`src/rtl/rbc_pkg.sv`:
```
package rbc_pkg;
  typedef enum logic [1:0] {S_IDLE, S_LOAD, S_RUN} rbc_state_e;
endpackage

```
`src/rtl/rbc_collect.sv`:
```
// Collects one handshake pulse per tile; all_o is high once every tile has reported.
module rbc_collect #(
  parameter int N = 4
) (
  input  logic         clk,
  input  logic         rst,
  input  logic         clr,
  input  logic [N-1:0] hit,
  output logic         all_o
);
  logic [N-1:0] seen_q;

  always_ff @(posedge clk) begin
    if (rst || clr) seen_q <= '0;
    else            seen_q <= seen_q | hit;
  end

  assign all_o = &(seen_q | hit);
endmodule

```
`src/rtl/rbc_ring.sv`:
```
// One slice-ID register per tile buffer; a shift moves each slice one place along the ring.
module rbc_ring #(
  parameter int N  = 4,
  parameter int SW = $clog2(N)
) (
  input  logic          clk,
  input  logic          rst,
  input  logic          init,
  input  logic          shift,
  output logic [N*SW-1:0] slices
);
  logic [SW-1:0] slot_q [N];

  for (genvar x = 0; x < N; x++) begin : g_slot
    localparam int NEXT = (x + 1) % N;
    always_ff @(posedge clk) begin
      if (rst || init) slot_q[x] <= SW'(x);
      else if (shift)  slot_q[x] <= slot_q[NEXT];
    end
    assign slices[x*SW +: SW] = slot_q[x];

    for (genvar y = x + 1; y < N; y++) begin : g_pair
      // a slice never sits in two buffers at once
      p_unique_r5: assert property (@(posedge clk) disable iff (rst)
        slot_q[x] != slot_q[y]);
    end
  end
endmodule

```
`src/rtl/rbc_seq.sv`:
```
// Pass sequencer: load, simultaneous step start, wait for all tiles, rotate, finish.
module rbc_seq
  import rbc_pkg::*;
#(
  parameter int N  = 4,
  parameter int SW = $clog2(N)
) (
  input  logic          clk,
  input  logic          rst,
  input  logic          start,
  input  logic [N-1:0]  mem_ack,
  input  logic          ack_all,
  input  logic          done_all,
  input  logic [N-1:0]  tile_busy,
  output logic [N-1:0]  mem_req,
  output logic [N-1:0]  tile_go,
  output logic          rotate,
  output logic          pass_done,
  output logic          err,
  output logic [SW-1:0] step_q,
  output logic          ring_init,
  output logic          ring_shift,
  output logic          ack_clr,
  output logic          done_clr
);
  localparam logic [SW-1:0] LAST = SW'(N - 1);

  rbc_state_e state_q;
  logic       last_step;

  assign last_step  = (step_q == LAST);
  assign ring_init  = (state_q == S_IDLE) && start;
  assign ring_shift = (state_q == S_RUN) && done_all && !last_step;
  assign ack_clr    = (state_q != S_LOAD) || ack_all;
  assign done_clr   = (state_q != S_RUN) || done_all;

  always_ff @(posedge clk) begin
    if (rst) begin
      state_q   <= S_IDLE;
      mem_req   <= '0;
      tile_go   <= '0;
      rotate    <= 1'b0;
      pass_done <= 1'b0;
      err       <= 1'b0;
      step_q    <= '0;
    end else begin
      tile_go   <= '0;
      rotate    <= 1'b0;
      pass_done <= 1'b0;
      case (state_q)
        S_IDLE: if (start) begin
          state_q <= S_LOAD;
          mem_req <= '1;
          err     <= 1'b0;
          step_q  <= '0;
        end
        S_LOAD: begin
          mem_req <= mem_req & ~mem_ack;
          if (ack_all) begin
            state_q <= S_RUN;
            mem_req <= '0;
            tile_go <= '1;
          end
        end
        S_RUN: if (done_all) begin
          if (last_step) begin
            state_q   <= S_IDLE;
            pass_done <= 1'b1;
          end else begin
            rotate  <= 1'b1;
            tile_go <= '1;
            step_q  <= step_q + 1'b1;
            if (|tile_busy) err <= 1'b1;
          end
        end
        default: state_q <= S_IDLE;
      endcase
    end
  end

  // memory is only asked for buffer fills while loading
  p_req_in_load_r9: assert property (@(posedge clk) disable iff (rst)
    (|mem_req) |-> (state_q == S_LOAD));
  // the pass ends on the final step index
  p_pass_last_r7: assert property (@(posedge clk) disable iff (rst)
    pass_done |-> (step_q == LAST) && (tile_go == '0));
  // once set, the error flag holds until a new pass is started
  p_err_sticky_r8: assert property (@(posedge clk) disable iff (rst)
    ($past(err) && !$past(ring_init)) |-> err);
endmodule

```
`src/rtl/rot_buf_ctrl.sv`:
```
module rot_buf_ctrl #(
  parameter int N  = 4,
  parameter int SW = $clog2(N)
) (
  input  logic            clk,
  input  logic            rst,
  input  logic            start,
  output logic [N-1:0]    mem_req,
  output logic [N*SW-1:0] mem_req_id,
  input  logic [N-1:0]    mem_ack,
  output logic [N-1:0]    tile_go,
  output logic [N*SW-1:0] tile_slice,
  input  logic [N-1:0]    tile_busy,
  input  logic [N-1:0]    step_done,
  output logic            rotate,
  output logic [SW-1:0]   step_idx,
  output logic            pass_done,
  output logic            err
);
  logic ack_all, done_all, ring_init, ring_shift, ack_clr, done_clr;

  rbc_collect #(.N(N)) u_ack (
    .clk(clk), .rst(rst), .clr(ack_clr), .hit(mem_ack & mem_req), .all_o(ack_all));

  rbc_collect #(.N(N)) u_done (
    .clk(clk), .rst(rst), .clr(done_clr), .hit(step_done), .all_o(done_all));

  rbc_ring #(.N(N), .SW(SW)) u_ring (
    .clk(clk), .rst(rst), .init(ring_init), .shift(ring_shift), .slices(tile_slice));

  rbc_seq #(.N(N), .SW(SW)) u_seq (
    .clk(clk), .rst(rst), .start(start), .mem_ack(mem_ack), .ack_all(ack_all),
    .done_all(done_all), .tile_busy(tile_busy), .mem_req(mem_req), .tile_go(tile_go),
    .rotate(rotate), .pass_done(pass_done), .err(err), .step_q(step_idx),
    .ring_init(ring_init), .ring_shift(ring_shift), .ack_clr(ack_clr), .done_clr(done_clr));

  // The first fill of a pass always requests the slice the tile starts on.
  assign mem_req_id = tile_slice;

  // every tile starts a step in the same cycle
  p_go_together_r4: assert property (@(posedge clk) disable iff (rst)
    (|tile_go) |-> (&tile_go));

  for (genvar x = 0; x < N; x++) begin : g_skew
    // skewed order, tile x on slice (x + t) mod N at step t
    p_skew_r5: assert property (@(posedge clk) disable iff (rst)
      tile_go[x] |-> (tile_slice[x*SW +: SW] == SW'((x + int'(step_idx)) % N)));
  end
endmodule

```
`config.mk`:
```
export PLATFORM = sky130hd
export DESIGN_NAME = rot_buf_ctrl
export DESIGN_NICKNAME = d
export VERILOG_FILES = /design/src/rtl/rbc_pkg.sv /design/src/rtl/rbc_collect.sv /design/src/rtl/rbc_ring.sv /design/src/rtl/rbc_seq.sv /design/src/rtl/rot_buf_ctrl.sv
export SDC_FILE = /design/constraint.sdc
export NUM_CORES = 1
export LEC_CHECK = 0
export ABC_AREA = 1
export BUFFER_PORTS_ARGS = -buffer_cell sky130_fd_sc_hd__buf_4
export CAP_MARGIN = 25
export CELL_PAD_IN_SITES_DETAIL_PLACEMENT = 1
export CELL_PAD_IN_SITES_GLOBAL_PLACEMENT = 2
export CORE_ASPECT_RATIO = 0.7
export CORE_MARGIN = 1.5
export CORE_UTILIZATION = 27
export DETAILED_ROUTE_END_ITERATION = 8
export PLACE_DENSITY_LB_ADDON = 0.25
export RECOVER_POWER = 25
export SLEW_MARGIN = 25
export SYNTH_ARGS = -nofsm -noshare
export SYNTH_HDL_FRONTEND = slang
export SYNTH_HIERARCHICAL = 1
export SYNTH_SLANG_ARGS = --single-unit
```
`constraint.sdc`:
```
create_clock -name clk -period 2 [get_ports clk]
set_input_delay 0.3 -clock clk [delete_from_list [all_inputs] [get_ports clk]]
set_output_delay 0.3 -clock clk [all_outputs]
set_load 0.1 [all_outputs]
```
# Word level (Yosys, flattened, before mapping)
# Memory sizes are Yosys's and may differ from the RTL's.
# Index checks and enable logic that the tools add are counted.
totals:
  regBits: 23
  mem_bits_rw: 8
  in_bits: 15
  output_inout_bits: 29
  elab_cells: 85
  memories: 1
memory_table:
  columns: ["memory", "words", "word_bits", "rd", "rd_ports_with_merged_regs", "wr", "line_no", "source"]
  rows:
  - ["u_ring.slot_q", 4, 2, 4, 0, 4, "rbc_ring.sv:12", "logic [SW-1:0] slot_q [N];"]
op_classes:
  addsub: 1
  eq_ne: 11
  muxes: 32
  n_bitwise: 11
  reduce_logical: 20
ops:
  columns: ["op", "count"]
  rows:
  - ["2-bit two-way mux", 11]
  - ["4-bit two-way mux", 5]
  - ["4-bit one-hot mux with 2 select lines", 2]
  - ["4-bit AND reduction", 4]
  - ["1-bit two-way mux", 11]
  - ["4-bit bitwise AND", 2]
  - ["2-bit by 1-bit != test with 1-bit output, second input constant", 4]
  - ["2-bit != test, second input constant", 4]
  - ["4-bit bitwise OR", 2]
  - ["2-bit one-hot mux with 3 select lines", 1]
  - ["1-bit logical OR", 5]
  - ["5-bit AND reduction", 1]
  - ["2-bit equality test, second input constant", 2]
  - ["4-bit inverter", 1]
  - ["1-bit bitwise OR", 4]
  - ["2-bit one-hot mux with 2 select lines", 1]
  - ["2-bit nonzero test", 2]
  - ["4-bit OR reduction", 1]
  - ["1-bit logical AND", 3]
  - ["3-bit OR reduction", 1]
  - ["2-bit by 1-bit adder with 2-bit output, second input constant", 1]
  - ["2-bit by 1-bit equality test with 1-bit output, second input constant", 1]
  - ["2-bit logical NOT", 1]
  - ["1-bit inverter", 2]
  - ["3 further kinds", 3]

# Longest topological paths before layout
# Gate-level depths: netlist of the first run.
logic_depth:
  ltp_word: 8
  depth_mapped: 13
  ltp_nobuf: 13

# By module
# The synthesis of the first run kept the hierarchy.
modules_own_cells:
  columns: ["mod", "n_inst", "cells_each", "area_each_um2", "seq_area_each_um2"]
  rows:
  - ["rbc_seq", 1, 93, 650.6, 240.2]
  - ["rbc_collect", 2, 28, 175.2, 80.1]
  - ["rbc_ring", 1, 24, 330.3, 240.2]
  - ["rot_buf_ctrl", 1, 16, 90.1, 0.0]

# Worst setup path before layout of the first run
# No wires, ideal clock.
synth_path:
  path_kind: "flip-flop to flip-flop"
  startpoint: "register u_seq.step_q[0]"
  endpoint: "memory u_ring/slot_q[0][0] (netlist name) (enable)"
  setup_ps: 329
  t_arrival_ps: 1700
  t_required_ps: 1671
  setup_slack_ps: -29
  stages_incl_launch_ff: 5
  n_path_buf: 0
  period_less_slack_ps: 2029
  path_cell_list: "dfxtp_1 ha_1 nor2_1 inv_1 nand2_1"
synth_lines:
  columns: ["item", "line_no", "source"]
  rows:
  - ["start: declaration", "rbc_seq.sv:20", "output logic [SW-1:0] step_q,"]
  - ["start signal: assignment", "rbc_seq.sv:72", "step_q <= step_q + 1'b1;"]
  - ["end: declaration", "rbc_ring.sv:12", null]

==> results of run 1 <==
layout by cell type (no fill, tap or decap), drive strengths merged, types with 3 or more instances in the layout:
| master | instances |
|---|---|
| nor2 | 29 |
| inv | 45 |
| or2 | 3 |
| a21oi | 7 |
| clkbuf | 17 |
| edfxtp | 8 |
| nand3b | 4 |
| ha | 5 |
| o21ai | 9 |
| nand2 | 43 |
| buf | 32 |
| dfxtp | 20 |
layer usage:
layer,track usage (%),up-vias,wire (um)
met5,0,-,0
met4,2.38,0,18
met3,3.99,2,131
li1,-,621,-
met1,17.7,488,1790
met2,17.7,23,1280
power groups by stage:
| stage | logic, mW | registers, mW | clock network, mW |
|---|---|---|---|
| after floorplan | 0.177 | 0.822 | 0 |
| after global placement | 0.448 | 0.651 | 0 |
| after detailed placement | 0.446 | 0.652 | 0 |
| after CTS | 0.448 | 0.639 | 0.472 |
| after global routing | 0.463 | 0.642 | 0.493 |
| final | 0.432 | 0.638 | 0.451 |
worst max-delay path by stage:
| stage | start | to | slack (ns) | depth (start not counted) |
|---|---|---|---|---|
| floorplan | u_seq/mem_req[1]$_SDFFE_PP0P_ | u_seq/state_q[0]$_SDFFE_PP0P_ | 0.001 | 13 |
| global placement | u_seq/state_q[0]$_SDFFE_PP0P_ | u_ring/slot_q[0][3]$_SDFFCE_PN0P_ | 0.43 | 6 |
| detailed placement | u_seq/state_q[0]$_SDFFE_PP0P_ | u_ring/slot_q[1][0]$_SDFFCE_PN0P_ | 0.35 | 6 |
| CTS | u_seq/state_q[0]$_SDFFE_PP0P_ | u_ring/slot_q[1][3]$_SDFFCE_PN1P_ | 0.33 | 6 |
| global route | u_done/seen_q[0]$_SDFF_PP0_ | u_ring/slot_q[0][2]$_SDFFCE_PN1P_ | 0.20 | 8 |
| finish | u_seq/state_q[0]$_SDFFE_PP0P_ | u_ring/slot_q[1][0]$_SDFFCE_PN0P_ | 0.35 | 6 |
cell type report:
type	instances	area [um2]	share of cell area, %
Sequential cell	28	642	35.7
Timing Repair Buffer	46	310	17.3
Inverter	45	169	9.40
Multi-Input combinational cell	103	518	28.8
Clock buffer	3	41.3	2.30
Clock inverter	1	30.0	1.67
Tap cell	69	86.3	4.81
through the flow:
stage / hold WS [ns] / power (mW) / cells / instance area [um2] / setup WS (ns)
after global placement: 0.445 / 1.10 / 291 / 1760 / 0.430
after global routing: 0.303 / 1.60 / 295 / 1800 / 0.200
after CTS: 0.290 / 1.56 / 295 / 1830 / 0.333
after detailed placement: 0.454 / 1.10 / 291 / 1760 / 0.355
final: 0.298 / 1.52 / 295 / 1800 / 0.349
after floorplan: 0.466 / 0.998 / 189 / 1420 / 0.00104
cells by family (layout without fill, tap and decap cells):
family	after synthesis	count (layout)	share of synthesized area, %
buffers and inverters	58	95	18.5
DFF	28	28	45.1
and+or+nand+nor	82	82	26.4
AOI/OAI and AO/OA	16	16	5.63
adders and majority gates	5	5	4.40
flip-flops by register name (all words and copies together), names as in the netlist:
register and flops:
u_seq/err 1, u_done/seen_q 4, u_seq/step_q 2, u_seq/state_q 2, u_ack/seen_q 4, u_seq/tile_go 1, u_seq/rotate 1, u_ring/slot_q 8
u_seq/mem_req 4, u_seq/pass_done 1
==> results by group, run 1 <==
Status
  • Outcome: finished clean

Power
  • P_leak: 0.911 nW
  • Pint: 0.979 mW
  • Max VDD drop: ~280 uV
  • P_sw: 0.542 mW
  • Switching share of total power: 35.6%
  • Logic pwr share: 28.4%
  • P per Cell Area: 847 nW/um2
  • Seq pwr share: a little over two fifths
  • Clock Power Share: about 30%

Synth
  • Synth cell types: 20
  • Syn avg cell area: 7.52 um2
  • Sequential element share of the synthesized area: 45.1%
  • Synth Flop Type: dfxtp_1
  • Synth warnings: 6
  • Post-synthesis register bit count: 28
  • Mapped Area: roughly 1400 um2
  • Synth cell count leaders: inv_1 (45), nand2_1 (39), nor2_1 (27)
  • EDFF count, synth: 8
  • Ys async rst share: 0%
  • Most numerous cell in the Yosys netlist: inv_1
  • Syn Nets: 209
  • Cells after Synth: approximately 190
  • Largest cells by area after synthesis: dfxtp_1 (28%), edfxtp_1 (17%), inv_1 (12%)
  • Top cell type's share of synthesized area: 28.2%
  • Post-synth top area cell: dfxtp_1

Critical path
  • Worst R2R Start: u_seq/state_q[0]$_SDFFE_PP0P_
  • Critical path's slowest cell: dfxtp_1
  • R2R depth: 6
  • FF-to-FF End: u_ring/slot_q[1][0]$_SDFFCE_PN0P_
  • Buf+Inv Stages, Crit Path: 2
  • Startpoint types: flip-flop
  • WP data required: 1.97 ns
  • Kind of critical path: flip-flop to flip-flop
  • Critical Path Max Stage Delay: 0.38 ns
  • Most used cell, CP: inv_1
  • Crit path max fanout: 8
  • Worst setup EP type: flip-flop
  • Setup slack, reg-to-reg: 0.35 ns
  • Crit path max-delay family: simple AND/OR/NAND/NOR gates
  • Cell Chain, Critical Path: inv_1, ha_1, nand2_2, inv_1, nor2_4, nand2_1
  • CP Data Arrival Time: 1.62 ns

Clock tree
  • H-tree depth: 1
  • Cts repair resizes: 0
  • CTS hold repair buffers: 0
  • Clk_lat worst skew: approximately 0.28 ns
  • Clock-pin slew on the worst setup and hold paths: 0.10 ns
  • # Post-CTS Setup Buffers: 0
  • CTS Buf Count: 3
  • Sink Count: 28
  • Root Driver: clkbuf_8
  • CTS tree: done
  • Maximum root-to-sink buffer count: 2

Layout
  • Layout cells sized above 1: a little over a quarter
  • Filler cells: 638
  • Layout Area Growth over Synthesis: 26.4%
  • Nets: 247
  • Util after Layout: 36.6%
  • Inserted Diodes: 0

Run
  • Max Cap Viol: 0

Detailed routing
  • Vias/cell: 3.84
  • Drt wl/cell: 10.9 um
  • Initial DRC Count: 35
  • Total wire length: 3.22 mm
  • Remaining antenna violation count after routing: 0
  • Via count: 1,134
  • Pre-Repair DR Iteration Count: 4
  • Residual DRC: 0

STA
  • Max_slew headroom: 63.1%
  • Worst Tran Pin Value: 0.556 ns
  • Final setup viols: 0
  • Max Freq: 0.606 GHz
  • RSZ-0062 raised after global routing: no
  • Slew Limit Fails: 0
  • Hold Fails Final Rpt: 0
  • Total negative slack: 0 ns
  • Final Cycle Share: 82.6%
  • Min Tclk post-route: 1.65 ns
  • Clock Skew: 0.00593 ns

Global route
  • Grt ovf: 0
  • Number of global-route vias before repair: roughly 1,100
  • Initial antenna violation count: 0
  • GRT Util Overall: 12.3%
  • Global-route wire length before repair: roughly 5.5 mm
  • Largest net degree at the start of global routing: 17

Floorplanning
  • I/O pin count: 44
  • Core ar.: 4910 um2
  • Initial Util: 28.9%
  • Die area: 5720 um2
  • Die width: between 80 and 90 um
  • # rows: 21
  • Die height: approximately 64 um

Hold path
  • WHS Path Cells: 2
  • Hold path startpoint: rst
  • Hold crit path type: input port to flip-flop
  • Hold-critical path endpoint: u_seq/mem_req[1]$_SDFFE_PP0P_

Placement
  • Gpl congestion: 0.744
  • Post-DP HPWL: 2.58 mm
  • Port-buffer cells: 43
Note: power is estimated with default switching activity, not from simulation.
==> run 2: changes to the inputs <==
Settings changed: ABC_AREA 1 to 0, CORE_UTILIZATION 27 to 29.
Clock period 2 ns to 1.6 ns, I/O delays scaled along.
==> run 2 against run 1 <==
The run now ends with negative setup slack left. Synthesized area down 7.0%. Sequential share of layout area up 0.79 points. Synthesized cell count down 32%. First-iteration DRC count down 51%. Count of clock-buffer cells in the layout unchanged. Critical path type unchanged. Largest cell class unchanged. Largest power group unchanged.
==> results by group, run 2 <==
Synth
  • Ys async rst share: 0% (unchanged)
  • Post-synthesis register bit count: 28 (unchanged)
  • Simple-gate share of the synthesized area: 31.1% (+4.7 points)
  • Xor-xnor portion of the synthesized cell area: 0% (unchanged)
  • Combinational family with the most area after synthesis: simple AND/OR/NAND/NOR gates
  • Mux contribution to synthesized area: 2.27% (+2.3 points)
  • Synth cell count leaders: dfxtp_1 (20), nor2_1 (15), buf_4 (11)
  • EDFF count, synth: 8 (unchanged)
  • Most numerous cell in the Yosys netlist: dfxtp_1
  • Cells after Synth: 128 (-32%)
  • Syn avg cell area: 10.3 um2 (+37%)
  • Synth warnings: 6 (unchanged)
  • Sequential element share of the synthesized area: 48.5% (+3.4 points)
  • Post-synthesis compound-gate area fraction: 6.06% (+0.43 points)
  • Largest cells by area after synthesis: dfxtp_1 (30%), edfxtp_1 (18%), buf_4 (6.3%)
  • Mapped Area: 1320 um2 (-7.0%)
  • Synth cell types: 33 (+65%)
  • Top cell type's share of synthesized area: 30.3% (+2.1 points)
  • Syn Nets: 148 (-29%)
  • Adder-cell area share of the yosys netlist: 4.73% (+0.33 points)
  • Synth Flop Type: dfxtp_1
  • Post-synth top area cell: dfxtp_1

Critical path
  • Cell Chain, Critical Path: nor2_4, nor4_4, and3b_2, or4b_4
  • Critical path's slowest cell: or4b_4
  • FF-to-FF End: u_ring/slot_q[1][3]$_SDFFCE_PN1P_
  • Critical Path Max Stage Delay: 0.46 ns (+0.08 ns)
  • Startpoint types: flip-flop
  • CP Data Arrival Time: 1.66 ns (+0.04 ns)
  • Crit path max fanout: 5 (-3)
  • Worst setup EP type: flip-flop
  • Setup slack, reg-to-reg: -0.03 ns (-0.38 ns)
  • Crit path max-delay family: simple AND/OR/NAND/NOR gates
  • R2R depth: 4 (-2)
  • Buf+Inv Stages, Crit Path: 0 (-2)
  • WP data required: 1.63 ns (-0.34 ns)
  • Worst R2R Start: u_done/seen_q[0]$_SDFF_PP0_
  • Kind of critical path: flip-flop to flip-flop

Power
  • Final Power: 1.70 mW (+12%)
  • Max VDD drop: 403 uV (+44%)
  • P per Cell Area: 929 nW/um2 (+9.7%)
  • P_leak: 0.751 nW (-18%)

Layout
  • Layout Area Growth over Synthesis: 38.7%
  • Area of the multi-input gates: 664 um2 (+28%)
  • Inserted Diodes: 0 (unchanged)
  • Largest reg by FF count: u_ring/slot_q
  • Layout cells sized above 1: 51.2% (+25 points)
  • Most frequent cells in the layout: buf_4 (39), clkbuf_2 (11), nor2_1 (10), nor3_1 (10), dfxtp_1 (9)
  • Max reg flops: 8 (unchanged)
  • Seq. cell area: 669 um2 (+4.3%)
  • Leading cell type in the layout, fill and taps excluded: buf_4
  • Filler cells: 495 (-22%)
  • Nets: 191 (-23%)

STA
  • Slew Limit Fails: 0 (unchanged)
  • Hold slack: 0.237 ns (-0.0613 ns)
  • Final setup viols: 12 (+12)
  • RSZ-0062 raised after global routing: yes
  • Max_slew headroom: 63.9% (+0.80 points)
  • Hold Fails Final Rpt: 0 (unchanged)
  • Min Tclk post-route: 1.63 ns (-0.0193 ns)
  • Worst Tran Pin Value: 0.544 ns (-0.0121 ns)
  • Max Freq: 0.613 GHz (+1.2%)
  • Clock Skew: 0.00408 ns (-0.00185 ns)
  • Final Cycle Share: 102% (+19 points)
  • Worst setup margin: -0.0318 ns (-0.381 ns)

Floorplanning
  • Die width: 83.7 um (-6.7%)
  • Die height: 59.5 um (-6.6%)
  • Initial Util: 30.3% (+1.4 points)
  • Die area: 4980 um2 (-13%)
  • I/O pin count: 44 (unchanged)
  • Core ar.: 4350 um2 (-11%)
  • # rows: 20 (-4.8%)

Placement
  • Port-buffer cells: 43 (unchanged)
  • Worst slack, placed: -0.0421 ns (-0.397 ns)
  • Gpl congestion: 0.751 (+0.94%)
  • Post-DP HPWL: 2.40 mm (-7.1%)

Detailed routing
  • Drt wl/cell: 14.2 um (+30%)
  • Pre-Repair DR Iteration Count: 4 (unchanged)
  • Remaining antenna violation count after routing: 0 (unchanged)
  • Vias/cell: 4.84 (+26%)
  • Initial DRC Count: 17 (-51%)
  • Via count: 1,088 (-4.1%)
  • Residual DRC: 0 (unchanged)
  • Total wire length: 3.19 mm (-1.0%)

Clock tree
  • CTS Buf Count: 3 (unchanged)
  • CTS tree: done
  • Clock-pin slew on the worst setup and hold paths: 0.10 ns (about the same)
  • Clk_lat worst skew: 0.28 ns (about the same)
  • Sink Count: 28 (unchanged)
  • Maximum root-to-sink buffer count: 2 (unchanged)
  • H-tree depth: 1 (unchanged)
  • CTS hold repair buffers: 0 (unchanged)
  • Root Driver: clkbuf_8

Global route
  • Global-route wire length before repair: 5.12 mm (-7.4%)
  • GRT Util Overall: 13.6% (+1.3 points)
  • Grt ovf: 0 (unchanged)
  • Largest net degree at the start of global routing: 33 (+16)
  • Number of global-route vias before repair: 1,074 (-6.5%)
  • Initial antenna violation count: 0 (unchanged)

Hold path
  • Hold path startpoint: step_done[0]
  • Hold-critical path endpoint: u_done/seen_q[0]$_SDFF_PP0_
  • Hold crit path type: input port to flip-flop
  • WHS Path Cells: 3 (+1)

Status
  • Failing checks: negative setup slack
  • Outcome: finished with violations

Run
  • Max Cap Viol: 0 (unchanged)
[run 2: cell types whose count changed after synthesis, sizes merged, moves of 5 or more]
cell | before | now
a21oi | 7 | 1
inv | 45 | 3
nand2 | 43 | 6
nand2b | 0 | 6
nor2 | 29 | 15
nor2b | 0 | 5
nor3 | 1 | 10
o21ai | 9 | 4
[run 2: kinds of logic (layout without fill, tap and decap cells)]
group / after synthesis / after routing
mux: 3 / 3
flops: 28 / 28
buf+inv: 15 / 57
fa+ha+maj: 5 / 5
simple gates: 66 / 66
compound gates: 11 / 11
[run 2: layer usage]
layer | global-route usage, % | wire length [um]
met5 | 0 | 0
met4 | 4.92 | 42
met3 | 4.60 | 197
met2 | 23.6 | 1550
met1 | 16.0 | 1410
[run 2: worst reg2reg max path: cells and delay by family (launching register included)]
family	cells	cell delay, ns
simple gates	4	1.05
flops	1	0.35
[run 2: timing repair]
item / CTS / global route
pin swaps: 2 / 4
gates cloned: 0 / 0
gates resized for setup: 1 / 12
setup endpoints to repair: 4 / 14
buffers inserted: 0 / 1
[run 2: worst max path at each step]
stage          slack, ns                     startpoint                           endpoint  depth (start not counted)
2_1_floorplan      -0.06  u_seq/mem_req[0]$_SDFFE_PP0P_      u_seq/state_q[0]$_SDFFE_PP0P_                          6
3_3_place_gp      -0.001  u_seq/state_q[0]$_SDFFE_PP0P_  u_ring/slot_q[1][3]$_SDFFCE_PN1P_                          5
3_5_place_dp       -0.04  u_seq/state_q[0]$_SDFFE_PP0P_  u_ring/slot_q[0][2]$_SDFFCE_PN1P_                          5
4_1_cts            -0.03    u_done/seen_q[0]$_SDFF_PP0_  u_ring/slot_q[1][1]$_SDFFCE_PN1P_                          4
5_1_grt            -0.09    u_done/seen_q[0]$_SDFF_PP0_  u_ring/slot_q[1][3]$_SDFFCE_PN1P_                          4
6_report           -0.03    u_done/seen_q[0]$_SDFF_PP0_  u_ring/slot_q[1][3]$_SDFFCE_PN1P_                          4
[run 2: power by group]
| group | leakage, nW | internal (mW) | switching (mW) | total, mW |
|---|---|---|---|---|
| registers | 0.242 | 0.749 | 0.0144 | 0.764 |
| clock network | 0.0357 | 0.335 | 0.226 | 0.561 |
| logic | 0.473 | 0.100 | 0.277 | 0.377 |
| total | 0.751 | 1.18 | 0.518 | 1.70 |
[run 2: cell type report]
cell class | count | share of cell area, %
Multi-Input combinational cell | 85 | 36.2
Tap cell | 55 | 3.75
Inverter | 3 | 0.614
Clock inverter | 1 | 1.64
Clock buffer | 3 | 2.25
Timing Repair Buffer | 50 | 19.0
Sequential cell | 28 | 36.5
[run 2: stage by stage]
step	instance area (um2)	setup TNS (ns)	cells	util, %
after floorplan	1390	-0.194	128	-
after global routing	1830	-0.876	225	42.1
after CTS	1820	-0.0882	224	41.7
final	1830	-0.282	225	42.1
after global placement	1740	-0.00258	220	40.1
after detailed placement	1740	-0.149	220	40.1
